## src/rtl/rtc_pkg.sv

```systemverilog
package rtc_pkg;
  localparam int unsigned BUS_W = 32;
  localparam int unsigned ADDR_W = 5;
  localparam int unsigned IRQ_N = 2;

  localparam int unsigned SRC_SEC = 0;
  localparam int unsigned SRC_ALARM = 1;

  localparam int unsigned CTRL_BATT_BIT = 31;
  localparam int unsigned CTRL_OSC_BIT = 24;

  localparam logic [ADDR_W-1:0] A_LOAD_WR  = 5'd0;
  localparam logic [ADDR_W-1:0] A_LOAD_RD  = 5'd1;
  localparam logic [ADDR_W-1:0] A_CAL_WR   = 5'd2;
  localparam logic [ADDR_W-1:0] A_CAL_RD   = 5'd3;
  localparam logic [ADDR_W-1:0] A_NOW      = 5'd4;
  localparam logic [ADDR_W-1:0] A_SUBSEC   = 5'd5;
  localparam logic [ADDR_W-1:0] A_ALARM    = 5'd6;
  localparam logic [ADDR_W-1:0] A_STS      = 5'd8;
  localparam logic [ADDR_W-1:0] A_MASK     = 5'd9;
  localparam logic [ADDR_W-1:0] A_IEN      = 5'd10;
  localparam logic [ADDR_W-1:0] A_IDIS     = 5'd11;
  localparam logic [ADDR_W-1:0] A_CTRL     = 5'd16;
endpackage

```

## src/rtl/rtc_time_core.sv

```systemverilog
module rtc_time_core #(
  parameter int unsigned TIME_W = 32
) (
  input  logic              clk_i,
  input  logic              rst_ni,
  input  logic              sec_tick_i,
  input  logic              load_wr_i,
  input  logic              alarm_wr_i,
  input  logic [TIME_W-1:0] wval_i,
  output logic [TIME_W-1:0] now_o,
  output logic [TIME_W-1:0] load_rb_o,
  output logic [TIME_W-1:0] alarm_o,
  output logic              alarm_ev_o
);
  logic [TIME_W-1:0] now_q, load_q, alarm_q, now_nxt;
  logic              pend_q;

  // pending load replaces the increment on the strobe
  assign now_nxt = pend_q ? load_q : now_q + 1'b1;

  always_ff @(posedge clk_i or negedge rst_ni) begin
    if (!rst_ni) begin
      now_q   <= '0;
      load_q  <= '0;
      alarm_q <= '0;
      pend_q  <= 1'b0;
    end else begin
      if (sec_tick_i) now_q <= now_nxt;
      if (load_wr_i) begin
        load_q <= wval_i;
        pend_q <= 1'b1;
      end else if (sec_tick_i) begin
        pend_q <= 1'b0;
      end
      if (alarm_wr_i) alarm_q <= wval_i;
    end
  end

  assign alarm_ev_o = sec_tick_i && (now_nxt == alarm_q);
  assign now_o      = now_q;
  assign load_rb_o  = load_q;
  assign alarm_o    = alarm_q;

  AST_TIME_HOLD: assert property (@(posedge clk_i) disable iff (!rst_ni)
    !sec_tick_i |=> $stable(now_q));
  AST_TIME_LOAD: assert property (@(posedge clk_i) disable iff (!rst_ni)
    (sec_tick_i && pend_q) |=> (now_q == $past(load_q)));
  AST_LOAD_DONE: assert property (@(posedge clk_i) disable iff (!rst_ni)
    (sec_tick_i && !load_wr_i) |=> !pend_q);
  AST_TIME_INC: assert property (@(posedge clk_i) disable iff (!rst_ni)
    (sec_tick_i && !pend_q) |=> (now_q == $past(now_q) + 1'b1));
endmodule

```

## src/rtl/rtc_irq_unit.sv

```systemverilog
module rtc_irq_unit #(
  parameter int unsigned N = 2
) (
  input  logic         clk_i,
  input  logic         rst_ni,
  input  logic [N-1:0] ev_i,
  input  logic         clr_wr_i,
  input  logic         en_wr_i,
  input  logic         dis_wr_i,
  input  logic [N-1:0] wbits_i,
  output logic [N-1:0] sts_o,
  output logic [N-1:0] mask_o,
  output logic [N-1:0] irq_o
);
  logic [N-1:0] sts_q, mask_q;

  for (genvar i = 0; i < N; i++) begin : g_src
    always_ff @(posedge clk_i or negedge rst_ni) begin
      if (!rst_ni) begin
        sts_q[i]  <= 1'b0;
        mask_q[i] <= 1'b0;
      end else begin
        // event has priority over write-one-to-clear
        if (ev_i[i])                       sts_q[i] <= 1'b1;
        else if (clr_wr_i && wbits_i[i])   sts_q[i] <= 1'b0;
        if (en_wr_i && wbits_i[i])         mask_q[i] <= 1'b1;
        else if (dis_wr_i && wbits_i[i])   mask_q[i] <= 1'b0;
      end
    end

    assign irq_o[i] = sts_q[i] & mask_q[i];

    AST_STS_SET: assert property (@(posedge clk_i) disable iff (!rst_ni)
      ev_i[i] |=> sts_q[i]);
    AST_STS_CLR: assert property (@(posedge clk_i) disable iff (!rst_ni)
      (clr_wr_i && wbits_i[i] && !ev_i[i]) |=> !sts_q[i]);
    AST_MASK_EN: assert property (@(posedge clk_i) disable iff (!rst_ni)
      (en_wr_i && wbits_i[i]) |=> mask_q[i]);
    AST_MASK_DIS: assert property (@(posedge clk_i) disable iff (!rst_ni)
      (dis_wr_i && wbits_i[i]) |=> !mask_q[i]);
  end

  assign sts_o  = sts_q;
  assign mask_o = mask_q;
endmodule

```

## src/rtl/rtc_cfg_regs.sv

```systemverilog
module rtc_cfg_regs #(
  parameter int unsigned CAL_W = 21
) (
  input  logic             clk_i,
  input  logic             rst_ni,
  input  logic             cal_wr_i,
  input  logic [CAL_W-1:0] cal_val_i,
  input  logic             ctrl_wr_i,
  input  logic             batt_i,
  input  logic             osc_i,
  output logic [CAL_W-1:0] cal_o,
  output logic             batt_o,
  output logic             osc_o
);
  always_ff @(posedge clk_i or negedge rst_ni) begin
    if (!rst_ni) begin
      cal_o  <= '0;
      batt_o <= 1'b0;
      osc_o  <= 1'b0;
    end else begin
      if (cal_wr_i) cal_o <= cal_val_i;
      if (ctrl_wr_i) begin
        batt_o <= batt_i;
        osc_o  <= osc_i;
      end
    end
  end
endmodule

```

## src/rtl/rtc_timekeeper.sv

```systemverilog
module rtc_timekeeper
  import rtc_pkg::*;
#(
  parameter int unsigned TIME_W = 32,
  parameter int unsigned TICK_W = 16,
  parameter int unsigned CAL_W  = 21
) (
  input  logic              clk_i,
  input  logic              rst_ni,
  input  logic              sec_tick_i,
  input  logic [TICK_W-1:0] tick_cnt_i,
  input  logic              wr_en_i,
  input  logic [ADDR_W-1:0] addr_i,
  input  logic [BUS_W-1:0]  wdata_i,
  output logic [BUS_W-1:0]  rdata_o,
  output logic              irq_sec_o,
  output logic              irq_alarm_o
);
  logic [TIME_W-1:0] now_w, load_rb_w, alarm_w;
  logic              alarm_ev_w;
  logic [IRQ_N-1:0]  ev_w, sts_w, mask_w, irq_w;
  logic [CAL_W-1:0]  cal_w;
  logic              batt_w, osc_w;
  logic [BUS_W-1:0]  ctrl_rd;

  logic wr_load, wr_alarm, wr_sts, wr_ien, wr_idis, wr_cal, wr_ctrl;
  assign wr_load  = wr_en_i && (addr_i == A_LOAD_WR);
  assign wr_alarm = wr_en_i && (addr_i == A_ALARM);
  assign wr_sts   = wr_en_i && (addr_i == A_STS);
  assign wr_ien   = wr_en_i && (addr_i == A_IEN);
  assign wr_idis  = wr_en_i && (addr_i == A_IDIS);
  assign wr_cal   = wr_en_i && (addr_i == A_CAL_WR);
  assign wr_ctrl  = wr_en_i && (addr_i == A_CTRL);

  rtc_time_core #(.TIME_W(TIME_W)) u_time (
    .clk_i      (clk_i),
    .rst_ni     (rst_ni),
    .sec_tick_i (sec_tick_i),
    .load_wr_i  (wr_load),
    .alarm_wr_i (wr_alarm),
    .wval_i     (wdata_i[TIME_W-1:0]),
    .now_o      (now_w),
    .load_rb_o  (load_rb_w),
    .alarm_o    (alarm_w),
    .alarm_ev_o (alarm_ev_w)
  );

  always_comb begin
    ev_w            = '0;
    ev_w[SRC_SEC]   = sec_tick_i;
    ev_w[SRC_ALARM] = alarm_ev_w;
  end

  rtc_irq_unit #(.N(IRQ_N)) u_irq (
    .clk_i    (clk_i),
    .rst_ni   (rst_ni),
    .ev_i     (ev_w),
    .clr_wr_i (wr_sts),
    .en_wr_i  (wr_ien),
    .dis_wr_i (wr_idis),
    .wbits_i  (wdata_i[IRQ_N-1:0]),
    .sts_o    (sts_w),
    .mask_o   (mask_w),
    .irq_o    (irq_w)
  );

  rtc_cfg_regs #(.CAL_W(CAL_W)) u_cfg (
    .clk_i     (clk_i),
    .rst_ni    (rst_ni),
    .cal_wr_i  (wr_cal),
    .cal_val_i (wdata_i[CAL_W-1:0]),
    .ctrl_wr_i (wr_ctrl),
    .batt_i    (wdata_i[CTRL_BATT_BIT]),
    .osc_i     (wdata_i[CTRL_OSC_BIT]),
    .cal_o     (cal_w),
    .batt_o    (batt_w),
    .osc_o     (osc_w)
  );

  always_comb begin
    ctrl_rd                = '0;
    ctrl_rd[CTRL_BATT_BIT] = batt_w;
    ctrl_rd[CTRL_OSC_BIT]  = osc_w;
  end

  always_comb begin
    rdata_o = '0;
    unique case (addr_i)
      A_LOAD_RD: rdata_o = BUS_W'(load_rb_w);
      A_CAL_RD:  rdata_o = BUS_W'(cal_w);
      A_NOW:     rdata_o = BUS_W'(now_w);
      A_SUBSEC:  rdata_o = BUS_W'(tick_cnt_i);
      A_ALARM:   rdata_o = BUS_W'(alarm_w);
      A_STS:     rdata_o = BUS_W'(sts_w);
      A_MASK:    rdata_o = BUS_W'(mask_w);
      A_CTRL:    rdata_o = ctrl_rd;
      default:   rdata_o = '0;
    endcase
  end

  assign irq_sec_o   = irq_w[SRC_SEC];
  assign irq_alarm_o = irq_w[SRC_ALARM];

  AST_ALARM_MATCH: assert property (@(posedge clk_i) disable iff (!rst_ni)
    $rose(sts_w[SRC_ALARM]) |-> (now_w == $past(alarm_w)));
  AST_CTRL_RSVD: assert property (@(posedge clk_i) disable iff (!rst_ni)
    (addr_i == A_CTRL) |-> (rdata_o[CTRL_OSC_BIT-1:0] == '0));
  AST_WO_ZERO: assert property (@(posedge clk_i) disable iff (!rst_ni)
    (addr_i == A_LOAD_WR || addr_i == A_IEN || addr_i == A_IDIS) |-> (rdata_o == '0));
  AST_IRQ_QUIET: assert property (@(posedge clk_i) disable iff (!rst_ni)
    !mask_w[SRC_ALARM] |-> !irq_alarm_o);
endmodule

```

## config.mk

```make
export PLATFORM = sky130hd
export DESIGN_NAME = rtc_timekeeper
export DESIGN_NICKNAME = d
export VERILOG_FILES = /design/src/rtl/rtc_pkg.sv /design/src/rtl/rtc_time_core.sv /design/src/rtl/rtc_irq_unit.sv /design/src/rtl/rtc_cfg_regs.sv /design/src/rtl/rtc_timekeeper.sv
export SDC_FILE = /design/constraint.sdc
export NUM_CORES = 1
export LEC_CHECK = 0
export ABC_AREA = 1
export BUFFER_PORTS_ARGS = -buffer_cell sky130_fd_sc_hd__buf_2
export CELL_PAD_IN_SITES_DETAIL_PLACEMENT = 1
export CELL_PAD_IN_SITES_GLOBAL_PLACEMENT = 1
export CORE_MARGIN = 2
export CORE_UTILIZATION = 42
export CTS_CLUSTER_SIZE = 24
export DETAILED_ROUTE_END_ITERATION = 6
export PLACE_DENSITY_LB_ADDON = 0.1
export SYNTH_ARGS = -nofsm -noshare
export SYNTH_HDL_FRONTEND = slang
export SYNTH_SLANG_ARGS = --single-unit
```

## constraint.sdc

```tcl
create_clock -name clk_i -period 2.15 [get_ports clk_i]
set_input_delay 0.215 -clock clk_i [delete_from_list [all_inputs] [get_ports clk_i]]
set_output_delay 0.215 -clock clk_i [all_outputs]
set_load 0.1 [all_outputs]
```

## Word level (Yosys, flattened, before mapping)

Cells that the tools add are included.
W data, S select, Z words.

- Register bits after elaboration: 124
- Input bits: 57
- Output and inout bits: 34
- Logic and storage cells: 58

- Add/subtract/negate cells: 1
- Equality and inequality tests: 12
- Muxes and demuxes: 12
- Bitwise gates (word level): 2
- Reductions and logical operators: 20

Operator list:

| cell | number |
|---|---|
| $pmux W32 S8 | 1 |
| $add A32 B1 Y32 const B | 1 |
| $eq A32 B32 Y1 | 1 |
| $mux W32 | 1 |
| $eq A5 B4 Y1 const B | 4 |
| $eq A5 B3 Y1 const B | 3 |
| $logic_and A1 B1 Y1 | 14 |
| $eq A5 B2 Y1 const B | 2 |
| $mux W1 | 10 |
| $reduce_bool A2 Y1 | 5 |
| $eq A5 B1 Y1 const B | 1 |
| $eq A5 B5 Y1 const B | 1 |
| $logic_not A5 Y1 | 1 |
| $and A1 B1 Y1 | 2 |

## Depth between registers and ports, before layout

- Word-level depth: 5
- Mapped depth: 17
- Mapped depth without buffers: 17

## Modules after synthesis

From an unflattened synthesis, not the netlist that was laid out.

- Cells, all modules: 1232
- Area, all modules: 8031.5 um2

Modules (own cells, without submodules):

| module | instances | cells an instance | area each (um2) | seq. area each (um2) |
|---|---|---|---|---|
| rtc_time_core | 1 | 801 | 5527.8 | 2427.3 |
| rtc_timekeeper | 1 | 309 | 1448.9 | 0.0 |
| rtc_cfg_regs | 1 | 98 | 879.6 | 575.6 |
| rtc_irq_unit | 1 | 24 | 175.2 | 100.1 |

## Worst setup path before layout

No wires, ideal clock.

- Path type: input-to-output
- Start point: input addr_i[4]
- End point: output rdata_o[1]
- Arrival time: 3.970 ns
- Required time: 1.935 ns
- Slack: -2.035 ns
- Cell stages on the path: 3
- Buffers on the path: 0
- Cell sequence: inv_1 > nand3_1 > o311ai_0

- Cells in the longest elaborated chain, start to end: 2
- Elaborated cells between the ends (all ways): 9
- Classes of those cells: 8 x eq/ne; 1 x mux

RTL lines:

| element | RTL line | source |
|---|---|---|
| start: declaration | rtc_timekeeper.sv:13 | `input logic [ADDR_W-1:0] addr_i,` |
| $eq A5 B5 Y1 (tied with other cells) | rtc_timekeeper.sv:88 | `unique case (addr_i)` |
| $pmux W32 S8 * | rtc_timekeeper.sv:88 |  |
| end: declaration | rtc_timekeeper.sv:15 | `output logic [BUS_W-1:0] rdata_o,` |

Mark *: on every way between the ends. The rest lies on a longest branch, timed or not.

## Final worst setup path

- Start point: register u_time.alarm_q[15], in the netlist u_time.alarm_o[15]
- End point: output rdata_o[15]

- Cells in the longest elaborated chain, start to end: 1

RTL lines:

| element | RTL line | source |
|---|---|---|
| start: declaration | rtc_time_core.sv:15 | `logic [TIME_W-1:0] now_q, load_q, alarm_q, now_nxt;` |
| start signal: assignment | rtc_time_core.sv:35 | `if (alarm_wr_i) alarm_q <= wval_i;` |
| $pmux W32 S8 | rtc_timekeeper.sv:88 |  |

No other way between the ends.

==> flow_summary_export.csv <==
group,metric,value,unit
detailed_routing,wl_per_cell,19.80,µm
run_status,violations,"setup timing",
grt,grt_pass1_wl,45720,µm
synth,synth_area_per_cell,6.816,µm²
floorplan,num_io_pins,91,
timing,tns,-0.02171,ns
layout,drive_gt1_share,22.90,%
grt,grt_use_total,32.57,%
detailed_routing,drc_errors,0,
timing,worst_pin_slew,0.4840,ns
floorplan,start_util,42.94,%
floorplan,fp-row-count,48,
power,irDropWorstVdd,0.6088,mV
timing,maxSlewViolCount,0,
cts,clk_pin_slew,0.07,ns
synth,synth_area,0.007402,mm²
layout,fin_area,0.009943,mm²
layout,area_growth,34.33,%
layout,diodes,0,
synth,syn_nets,1144,
detailed_routing,dr.pass1.iters,5,
grt,gr-total-overflow,0,
timing,post-route-period-util,101.0,%
worst_setup_path,criticalPathCategory,"flop to primary output",
cts,cts_tree,"done",
place,dp.cells,1425,
power,p_leak,4.699,nW
timing,hold_viol,0,
synth,synth_seq_cells,124,
worst_setup_path,critPathMaxFanout,3,
detailed_routing,vias,8079,
timing,fin_ws,-0.02171,ns
worst_setup_path,slowest_delay,0.40,ns
synth,ys_async_sr_fraction,100.0,%
job,cap_viol_max_count,0,
synth,synth_fa_ha_area_share,0.1690,%
synth,synth_seq_area_share,41.92,%
timing,clock_skew,0.01303,ns
synth,synth_xor_area_share,0.3550,%
worst_setup_path,crit_slowest_cell,"dfrtp_1",
place,dp.final_hpwl,21120,µm
cts,cts_made_buffers,17,
place,placed_cell_area,0.009175,mm²
synth,yosys.area_share.simple,33.25,%
floorplan,dieHeight,136.8,µm
timing,rsz0062_at_grt,"true",
floorplan,fp.coreArea,0.01724,mm²
synth,synth_mux_area_share,0,%
synth,ys.warnings.count,0,
cts,h-tree-depth,4,
grt,grt_max_degree,65,
synth,ys_types,34,
layout,nNetsFinal,1281,
timing,maxSlewHeadroom,67.96,%
timing,fmax,0.4605,GHz
place,pre_cts_slack,-0.05688,ns
grt,first_global_vias,8406,
detailed_routing,antenna_left,0,
timing,finalCriticalPeriod,2.172,ns
worst_setup_path,worstPathCellList,"inv_1, o22ai_1, a221oi_1, o21ai_1, buf_12",
detailed_routing,drt-total-wl,28930,µm
synth,synthCells,1086,
floorplan,dieWidth,136.8,µm
run_status,status,"finished with violations",
worst_setup_path,worstPathRequired,1.93,ns
grt,antenna_found_initial,0,
place,placement.io_buffers,90,
place,gp_congestion,0.9238,
timing,setup_violations,1,
detailed_routing,vias_per_cell,5.530,
cts,cts_root_buf,"clkbuf_16",
detailed_routing,drtIter0Drc,494,
worst_setup_path,cp-end-kind,"primary output",
cts,clkLatencyLatePin,0.45,ns
worst_setup_path,startpoint_type,"flop",
cts,clockBufferDepth,2,
power,report.power.total,8.583,mW
synth,ys.flop_type,"dfrtp_1",
floorplan,dieArea,0.01870,mm²
synth,synth_edf_count,0,
layout,stdcell_count,1461,
hold_path,hold_path.class,"input pin to flop",
cts,clock-sinks,124,
synth,synth_compound_area_share,15.21,%
power,p_per_area,863.2,mW/mm²
layout,fill_cells,2181,
synth,synth_top_family_by_area,"simple AND/OR/NAND/NOR gates",
worst_setup_path,crit_arrival,1.96,ns
==> state kept, by name (all words and copies together) (netlist names) <==
| signal | cells |
|---|---|
| u_cfg.cal_o | 21 |
| u_time.alarm_o | 32 |
| u_cfg.osc_o | 1 |
| u_time.pend_q | 1 |
| u_irq.mask_o | 2 |
| u_cfg.batt_o | 1 |
| u_time.now_o | 32 |
| u_time.load_rb_o | 32 |
| u_irq.sts_o | 2 |
==> synth_stat cells (4+ instances only) <==
master     count  area (µm²)
nand2_1      397        1490
o21ai_0      139       695.7
inv_1        135       506.7
dfrtp_1      124        3103
nand3_1       76       380.4
nor2_1        69       259.0
clkbuf_1      35       131.4
a221oi_1      15       131.4
nand3b_1      11       82.58
o211ai_1      11       82.58
o221ai_1       9       78.83
or2_2          8       50.05
o2111ai_1      7       61.31
nor2_2         5       31.28
nor2_4         5       56.30
nor3_1         5       25.02
a21oi_1        4       20.02
nand4_1        4       25.02
==> repair_timing <==
action                     in CTS  in global routing
setup endpoints to repair       1                  1
pin swaps                       0                 23
hold buffers                    1                  0
buffers inserted                0                  3
hold endpoints to repair      124                  0
resized for setup               4                 47
==> metal layers <==
metal | global-route usage (%) | wire length [µm] | vias to the layer above
met2 | 54.22 | 13860 | 254
met1 | 43.01 | 12920 | 3995
met5 | 0 | 0 | -
met4 | 11.98 | 765 | 0
li1 | - | - | 3779
met3 | 4.778 | 1385 | 51
==> where the power goes <==
group          switching, mW  leakage, nW  internal, mW
Combinational           1.53         2.82         0.862
Clock                   1.33        0.287          1.65
Sequential             0.411         1.59          2.79
Total                   3.28         4.70          5.30
==> placed cells by master, fill, tap and decap left out, drive strengths merged, types with 8 or more instances in the layout <==
cell type / instances
inv: 146
o221ai: 9
nand3: 77
buf: 158
a221oi: 15
nand2: 402
o211ai: 11
nand3b: 11
dfrtp: 124
or2: 8
o21ai: 139
nor2: 79
clkbuf: 17
==> final cells by class <==
| class | count | area, µm² | area share, % |
|---|---|---|---|
| multi-input combinational | 784 | 3900 | 39.22 |
| sequential | 124 | 3108 | 31.26 |
| timing repair buffer | 159 | 1520 | 15.29 |
| inverter | 137 | 540.5 | 5.436 |
| clock buffer | 17 | 425.4 | 4.278 |
| tap | 225 | 281.5 | 2.831 |
| clock inverter | 15 | 167.7 | 1.686 |
==> logic make-up (layout without fill, tap and decap cells) <==
group | after synthesis | in the layout
simple gates | 587 | 587
compound gates | 193 | 193
buf+inv | 178 | 328
flops | 124 | 124
xor+xnor | 3 | 3
fa+ha+maj | 1 | 1
==> metrics by stage <==
step / hold slack, ns / utilization, %
3_3_place_gp: 0.07682 / 53.23
3_5_place_dp: 0.07896 / 53.23
5_1_grt: 0.04376 / 57.69
2_1_floorplan: -0.08059 / -
4_1_cts: 0.02541 / 56.79
6_report: 0.03359 / 57.69
==> critical path: cells and delay by family, from the launching register on <==
kind,cells,cell delay (ns)
flip-flops,1,0.40
buffers and inverters,2,0.33
AO/OA/AOI/OAI,3,0.78
==> worst paths after layout <==
| path | start | slack, ns | to | cells after the start |
|---|---|---|---|---|
| worst max-delay path | u_time.alarm_o[15]$_DFFE_PN0P_ | -0.02 | rdata_o[15] | 5 |
| worst min-delay path | wdata_i[25] | 0.03 | u_time.alarm_o[25]$_DFFE_PN0P_ | 3 |
| max in group asynchronous | rst_ni | 1.39 | u_time.now_o[7]$_DFFE_PN0P_ | 3 |
| worst min register to register | u_cfg.cal_o[9]$_DFFE_PN0P_ | 0.49 | u_cfg.cal_o[9]$_DFFE_PN0P_ | 2 |
| min in group asynchronous | rst_ni | 0.17 | u_cfg.cal_o[2]$_DFFE_PN0P_ | 2 |
| worst max register to register | u_time.now_o[1]$_DFFE_PN0P_ | 0.03 | u_irq.sts_o[1]$_DFFE_PN0P_ | 15 |
Power figures use the tool's default switching activity.
